$ cat src/rtl/sem_pkg.sv
package sem_pkg;
   typedef enum logic [1:0] {
      OP_NONE = 2'd0,
      OP_REQ  = 2'd1,
      OP_REL  = 2'd2
   } sem_op_e;

   typedef struct packed {
      logic own;
      logic pend;
   } side_t;

   localparam side_t SIDE_IDLE = '{own: 1'b0, pend: 1'b0};
endpackage

$ cat src/rtl/sem_port_if.sv
module sem_port_if #(
   parameter int NUM_SEM = 8,
   parameter int DATA_W  = 8,
   parameter int IDX_W   = $clog2(NUM_SEM)
) (
   input  logic               clk,
   input  logic               rst_n,
   input  logic               sel_n,
   input  logic               ce,
   input  logic               we,
   input  logic [IDX_W-1:0]   idx,
   input  logic               wbit,
   input  logic [NUM_SEM-1:0] owned,
   output logic [NUM_SEM-1:0] req,
   output logic [NUM_SEM-1:0] rel,
   output logic [DATA_W-1:0]  rdata
);
   logic active;
   logic wr_act;
   logic rd_own;

   assign active = !sel_n && ce;
   assign wr_act = active && we;

   for (genvar i = 0; i < NUM_SEM; i++) begin : g_dec
      assign req[i] = wr_act && (idx == IDX_W'(i)) && !wbit;
      assign rel[i] = wr_act && (idx == IDX_W'(i)) && wbit;
   end

   always_comb begin
      rd_own = 1'b0;
      if (active && !we && (int'(idx) < NUM_SEM))
         rd_own = owned[idx];
   end

   assign rdata = rd_own ? '0 : '1;

   AST_IDLE_READS_ONES: assert property (@(posedge clk) disable iff (!rst_n)
      (sel_n || !ce) |-> (rdata == '1));
   AST_ONE_TOKEN_TOUCHED: assert property (@(posedge clk) disable iff (!rst_n)
      $onehot0(req | rel));
endmodule

$ cat src/rtl/sem_cell.sv
module sem_cell
   import sem_pkg::*;
(
   input  logic clk,
   input  logic rst_n,
   input  logic req_l,
   input  logic rel_l,
   input  logic req_r,
   input  logic rel_r,
   output logic own_l,
   output logic own_r
);
   side_t lq, rq;
   side_t ld, rd;
   logic  l_kept, r_kept, l_want, r_want, free_n, gnt_l, gnt_r;

   always_comb begin
      l_kept = lq.own && !rel_l;
      r_kept = rq.own && !rel_r;
      l_want = lq.pend || (req_l && !lq.own);
      r_want = rq.pend || (req_r && !rq.own);
      free_n = !l_kept && !r_kept;
      gnt_l  = free_n && l_want;
      gnt_r  = free_n && !l_want && r_want;
      ld.own  = l_kept || gnt_l;
      ld.pend = l_want && !gnt_l;
      rd.own  = r_kept || gnt_r;
      rd.pend = r_want && !gnt_r;
   end

   always_ff @(posedge clk) begin
      if (!rst_n) begin
         lq <= SIDE_IDLE;
         rq <= SIDE_IDLE;
      end else begin
         lq <= ld;
         rq <= rd;
      end
   end

   assign own_l = lq.own;
   assign own_r = rq.own;

   AST_SINGLE_HOLDER: assert property (@(posedge clk) disable iff (!rst_n)
      !(own_l && own_r));
   AST_FREE_GRANT: assert property (@(posedge clk) disable iff (!rst_n)
      (!own_l && !own_r && req_l) |=> own_l);
   AST_DENY_RIGHT: assert property (@(posedge clk) disable iff (!rst_n)
      (own_l && !rel_l && req_r) |=> (own_l && !own_r));
   AST_HANDOFF_LEFT: assert property (@(posedge clk) disable iff (!rst_n)
      (own_r && rel_r && lq.pend) |=> own_l);
   AST_TIE_LEFT: assert property (@(posedge clk) disable iff (!rst_n)
      (!own_l && !own_r && req_l && req_r) |=> (own_l && rq.pend));
endmodule

$ cat src/rtl/sem_token_unit.sv
module sem_token_unit #(
   parameter int NUM_SEM = 8,
   parameter int DATA_W  = 8,
   parameter int IDX_W   = $clog2(NUM_SEM)
) (
   input  logic              clk,
   input  logic              rst_n,
   input  logic              l_sel_n,
   input  logic              l_ce,
   input  logic              l_we,
   input  logic [IDX_W-1:0]  l_idx,
   input  logic              l_wbit,
   output logic [DATA_W-1:0] l_rdata,
   input  logic              r_sel_n,
   input  logic              r_ce,
   input  logic              r_we,
   input  logic [IDX_W-1:0]  r_idx,
   input  logic              r_wbit,
   output logic [DATA_W-1:0] r_rdata
);
   if (NUM_SEM < 2) begin : g_chk_num
      $error("NUM_SEM must be at least 2");
   end
   if (DATA_W < 1) begin : g_chk_w
      $error("DATA_W must be at least 1");
   end
   if ((1 << IDX_W) < NUM_SEM) begin : g_chk_idx
      $error("IDX_W too narrow for NUM_SEM");
   end

   logic [NUM_SEM-1:0] l_req, l_rel, r_req, r_rel, l_own, r_own;

   sem_port_if #(.NUM_SEM(NUM_SEM), .DATA_W(DATA_W), .IDX_W(IDX_W)) u_lport (
      .clk(clk), .rst_n(rst_n), .sel_n(l_sel_n), .ce(l_ce), .we(l_we),
      .idx(l_idx), .wbit(l_wbit), .owned(l_own), .req(l_req), .rel(l_rel),
      .rdata(l_rdata));

   sem_port_if #(.NUM_SEM(NUM_SEM), .DATA_W(DATA_W), .IDX_W(IDX_W)) u_rport (
      .clk(clk), .rst_n(rst_n), .sel_n(r_sel_n), .ce(r_ce), .we(r_we),
      .idx(r_idx), .wbit(r_wbit), .owned(r_own), .req(r_req), .rel(r_rel),
      .rdata(r_rdata));

   for (genvar i = 0; i < NUM_SEM; i++) begin : g_cell
      sem_cell u_cell (
         .clk(clk), .rst_n(rst_n),
         .req_l(l_req[i]), .rel_l(l_rel[i]),
         .req_r(r_req[i]), .rel_r(r_rel[i]),
         .own_l(l_own[i]), .own_r(r_own[i]));
   end
endmodule

$ cat config.mk
export PLATFORM = sky130hd
export DESIGN_NAME = sem_token_unit
export DESIGN_NICKNAME = d
export VERILOG_FILES = /design/src/rtl/sem_pkg.sv /design/src/rtl/sem_port_if.sv /design/src/rtl/sem_cell.sv /design/src/rtl/sem_token_unit.sv
export SDC_FILE = /design/constraint.sdc
export NUM_CORES = 1
export LEC_CHECK = 0
export ABC_AREA = 1
export CAP_MARGIN = 20
export CORE_MARGIN = 1
export CORE_UTILIZATION = 45
export CTS_CLUSTER_SIZE = 30
export DETAILED_ROUTE_END_ITERATION = 6
export GPL_TIMING_DRIVEN = 0
export PLACE_DENSITY_LB_ADDON = 0.25
export SLEW_MARGIN = 10
export SYNTH_ARGS = -nofsm -noshare
export SYNTH_HDL_FRONTEND = slang
export SYNTH_SLANG_ARGS = --single-unit
$ cat constraint.sdc
create_clock -name clk -period 3.9 [get_ports clk]
set_input_delay 0.585 -clock clk [delete_from_list [all_inputs] [get_ports clk]]
set_output_delay 0.585 -clock clk [all_outputs]
set_load 0.03 [all_outputs]
### After elaboration in Yosys (flattened, before gate mapping)

Cells that the tools add are included.

| word-level totals | value |
|---|---|
| flip-flop bits (word level) | 32 |
| output and inout bits | 16 |
| word-level logic and storage cells | 302 |

| operators by class | value |
|---|---|
| order comparisons | 2 |
| equality and inequality tests | 14 |
| muxes and demuxes | 8 |
| reductions and logical operators | 246 |

Operators with widths:

| cell | number |
|---|---|
| 1-bit logical AND | 134 |
| 1-bit zero test | 78 |
| 1-bit logical OR | 32 |
| 3-bit == test (second input constant) | 8 |
| 8-bit 2-to-1 mux | 2 |
| 3-bit by 2-bit == test with 1-bit output (second input constant) | 4 |
| 3-bit by 4-bit < comparator with 1-bit output (second input constant) | 2 |
| 1-bit binary-select mux with 3-bit select | 2 |
| 3-bit by 1-bit == test with 1-bit output (second input constant) | 2 |
| 3-bit zero test | 2 |
| 1-bit 2-to-1 mux | 4 |

### Logic depth before layout (Yosys ltp)

| logic depth | value |
|---|---|
| depth after elaboration | 13 |
| mapped depth | 10 |
| gate-level depth less buffers | 9 |

### Cells and area by module

Synthesis repeated with hierarchy kept, for this count alone.

| unflattened totals | value |
|---|---|
| cells, all modules | 332 |
| area, all modules | 2,044.5 µm² |

By module, submodules not included:

| module | instances | cells an instance | area an instance (µm²) |
|---|---|---|---|
| sem_cell | 8 | 27 | 183.9 |
| sem_port_if | 2 | 58 | 286.5 |

### Least setup slack after synthesis

OpenSTA, ideal clock, no wires.

| timing | value |
|---|---|
| path type | input port to output port |
| from | in l_idx[1] |
| to | out l_rdata[1] |
| arrival | 1.897 ns |
| path slack | 1.418 ns |
| stages on the path | 6 |
| path through | inv_2 -> nor2_1 -> nand2_1 -> o2111ai_1 -> o211ai_1 -> buf_4 |

| on the way | value |
|---|---|
| longest elaborated chain between the ends | 4 |

Ends and longest elaborated chain:

| what | line | source |
|---|---|---|
| from (decl) | sem_token_unit.sv:11 | `input logic [IDX_W-1:0] l_idx,` |
| 1-bit binary-select mux with 3-bit select | sem_port_if.sv:33 | `rd_own = owned[idx];` |
| 1-bit 2-to-1 mux (implied by the code) | sem_port_if.sv:33 |  |
| 1-bit 2-to-1 mux | sem_port_if.sv:32 | `if (active && !we && (int'(idx) < NUM_SEM))` |
| 8-bit 2-to-1 mux | sem_port_if.sv:36 | `assign rdata = rd_own ? '0 : '1;` |
| to (decl) | sem_token_unit.sv:13 | `output logic [DATA_W-1:0] l_rdata,` |

Every way passes these cells. The select of a mux whose other input is x is not followed.

### Final worst setup path

| timing | value |
|---|---|
| from | in l_idx[0] |
| to | out l_rdata[4] |

Same word-level chain as after synthesis.

==> flow_summary.toml <==
[outcome]
status = "completed"

[pwr]
cellPowerDensity_nw_per_um2 = 275
swShare = 0.255
p_comb_frac = 0.124
p_int_mw = 0.480
ir_worst_vdd_mv = 0.234
p_sw_mw = 0.164
clkPwrFrac = 0.365
p_leak_nw = 0.969
p_seq_frac = 0.511

[clocking]
cts-root-buf = "clkbuf_8"
clk_latency_ns = 0.28
cts_tree = "done"
cts_repair_resize_count = 0
numCtsBuffers = 5
clockBufferDepth = 2
postCtsSetupBuffers = 0
path_clk_slew_ns = 0.06
htree_levels = 2
clkSinkCount = 32
hold_buffers = 0

[timing]
hold_slack_ns = 0.505
setup_viol = 0
clock_skew_ns = 0.00566
rsz0062_at_grt = "false"
post-route-period-util = 0.881
fin_tns_setup_ns = 0
timing.final.ws_setup_ns = 0.465
tightestPinTransition_ns = 0.546
max_slew_margin = 0.635
maxSlewViolCount = 0
period_minus_slack_ns = 3.44
hold_viol_final = 0
fmax_mhz = 291

[worst_setup_path]
critPathRequiredTime_ns = 3.31
crit_slowest_cell = "clkdlybuf4s50_1"
cp.arrival_ns = 2.85
max_stage_delay_ns = 0.66
cp_num_buf_inv = 3
crit_chain = "clkdlybuf4s50_1 > nor2_1 > nand2_1 > o2111ai_1 > o211ai_1 > buf_4 > clkdlybuf4s50_1"
ff2ff_setup_slack_ns = 2.83
worstRegToRegCells = 5
crit_start = "l_idx[0]"
cp-start-kind = "input pin"
critPathTopFamily = "buffers and inverters"
r2r_start = "g_cell[7].u_cell.own_l"
cp.depth = 7
setup.worst_path.class = "in -> out"
cp_common_cell = "clkdlybuf4s50_1"
endpoint = "l_rdata[4]"
critPathMaxFanout = 8
reg2reg_to = "g_cell[7].u_cell.own_l"
worst_setup_path_end_kind = "output port"

[yosys]
yosys-top-cells-count = "nand2_1 (75), inv_1 (34), nor2_1 (33)"
ys_warn_count = 0
avgSynthCellArea_um2 = 6.62
synth_area_leader_cell = "dfxtp_1"
synthCells = 292
yosysUniqueCellTypes = 29
syn_area_um2 = 1930
netlist.area_leader.share = 0.332
synth_seq_area_share = 0.332
synth_most_common_cell = "nand2_1"
ys_ff_latch = 32
async_flop_share = 0
synth_edf_count = 0
syn-num-nets = 308
synth_area_leaders = "dfxtp_1 (33%), nand2_1 (15%), inv_1 (6.6%), nor2_1 (6.4%), buf_4 (6.2%)"
synth_ff_type = "dfxtp_1"

[detailed_routing]
drt_iter0_markers = 102
drc = 0
first_pass_iters = 4
viasPerCell = 4.89
drt-wirelength-per-cell_um = 11.1
ant_nets = 0
vias = 1838
drt-total-wl_um = 4170

[layout]
fin_nets = 342
area_growth_pct = 21.2
num_antenna_cells = 0
multi_input_area_um2 = 988
drive_above_1_share = 0.184
nFillCells = 397
seqCellArea_um2 = 641
final_cells = 376

[placed_design]
portBuffers = 27
place_inst = 369
dp_hpwl_um = 3320
routabilityCongestion = 0.806
pre_cts_ws_ns = 0.454

[global_route]
grt_max_degree = 11
grt_pass1_vias = 1562
grt_pass1_wl_um = 6780
overflow = 0
grtUsageTotal = 0.206
antenna_found_initial = 0

[floorplan]
design.core.area_um2 = 4060
dieArea_um2 = 4560
die_w_um = 67.5
initial_core_util = 0.476
die_y_um = 67.5
ios = 32
fp-row-count = 23

[flow_run]
drv_cap = 0

[min_path]
min_path_type = "reg -> reg"
[layout make-up]
| type | count | area share |
|---|---|---|
| tap | 50 | 0.0267 |
| clock buffer | 6 | 0.0310 |
| multi-input combinational | 197 | 0.422 |
| clock inverter | 1 | 0.00214 |
| timing repair buffer | 27 | 0.115 |
| buffer | 22 | 0.0630 |
| sequential | 32 | 0.274 |
| inverter | 41 | 0.0662 |
[placed cells by master (no fill, tap or decap)]
master	count
a211oi_1	1
a21oi_1	18
a21oi_2	2
a22oi_1	1
a31oi_1	2
buf_2	3
buf_4	16
clkbuf_1	3
clkbuf_2	1
clkbuf_8	5
clkdlybuf4s50_1	27
clkinv_1	1
clkinv_2	2
dfxtp_1	32
inv_1	34
inv_2	5
nand2_1	75
nand2_2	14
nand3_1	17
nand3_4	2
nand4_1	4
nor2_1	33
nor2_2	2
nor3_1	1
nor3_2	8
o2111ai_1	2
o211ai_1	1
o21a_1	5
o21ai_0	1
o22ai_1	7
or2_1	1
[cells by family after synthesis]
family	count (synthesis)	share of synthesized area
AND/OR/NAND/NOR	157	0.384
buffers and inverters	63	0.157
AO/OA/AOI/OAI	40	0.128
flip-flops	32	0.332
[power groups by stage]
| stage | logic [mW] | registers [mW] | clock network, mW |
|---|---|---|---|
| 6_report | 0.0799 | 0.329 | 0.235 |
| 5_1_grt | 0.0881 | 0.329 | 0.258 |
| 4_1_cts | 0.0802 | 0.329 | 0.241 |
| 3_5_place_dp | 0.0799 | 0.336 | 0 |
| 3_3_place_gp | 0.0793 | 0.336 | 0 |
| 2_1_floorplan | 0.0492 | 0.336 | 0 |
[worst reg2reg max path, cell delays in order, from the launching register on]
cell	delay (ns)
dfxtp_1	0.37
nor2_1	0.06
a21oi_1	0.30
inv_1	0.07
nand2_1	0.07
a21oi_1	0.06
[worst min-delay path by stage]
stage,from,endpoint,cells after the start
after floorplan,g_cell[4].u_cell.own_r,g_cell[4].u_cell.lq[0],2
after global placement,g_cell[4].u_cell.own_r,g_cell[4].u_cell.lq[0],2
after detailed placement,g_cell[4].u_cell.own_r,g_cell[4].u_cell.lq[0],2
after CTS,g_cell[4].u_cell.own_r,g_cell[4].u_cell.lq[0],2
after global routing,g_cell[4].u_cell.own_r,g_cell[4].u_cell.lq[0],2
final,g_cell[4].u_cell.own_r,g_cell[4].u_cell.lq[0],2
[state kept, by name (all words and copies together) (netlist names)]
register,count
g_cell.u_cell.lq,8
g_cell.u_cell.own_l,8
g_cell.u_cell.own_r,8
g_cell.u_cell.rq,8
[metrics by stage]
| step | total power [mW] | util | cell area [um2] |
|---|---|---|---|
| 2_1_floorplan | 0.385 | - | 1930 |
| 3_3_place_gp | 0.416 | 0.558 | 2260 |
| 3_5_place_dp | 0.416 | 0.558 | 2260 |
| 4_1_cts | 0.651 | 0.577 | 2340 |
| 5_1_grt | 0.675 | 0.577 | 2340 |
| 6_report | 0.644 | 0.577 | 2340 |
[metal layers]
| metal | track usage | wire length, um |
|---|---|---|
| met1 | 0.262 | 1950 |
| met5 | 0 | 0 |
| met4 | 0.0798 | 59 |
| met2 | 0.319 | 1930 |
| met3 | 0.0659 | 226 |
Power figures use the tool's default switching activity.
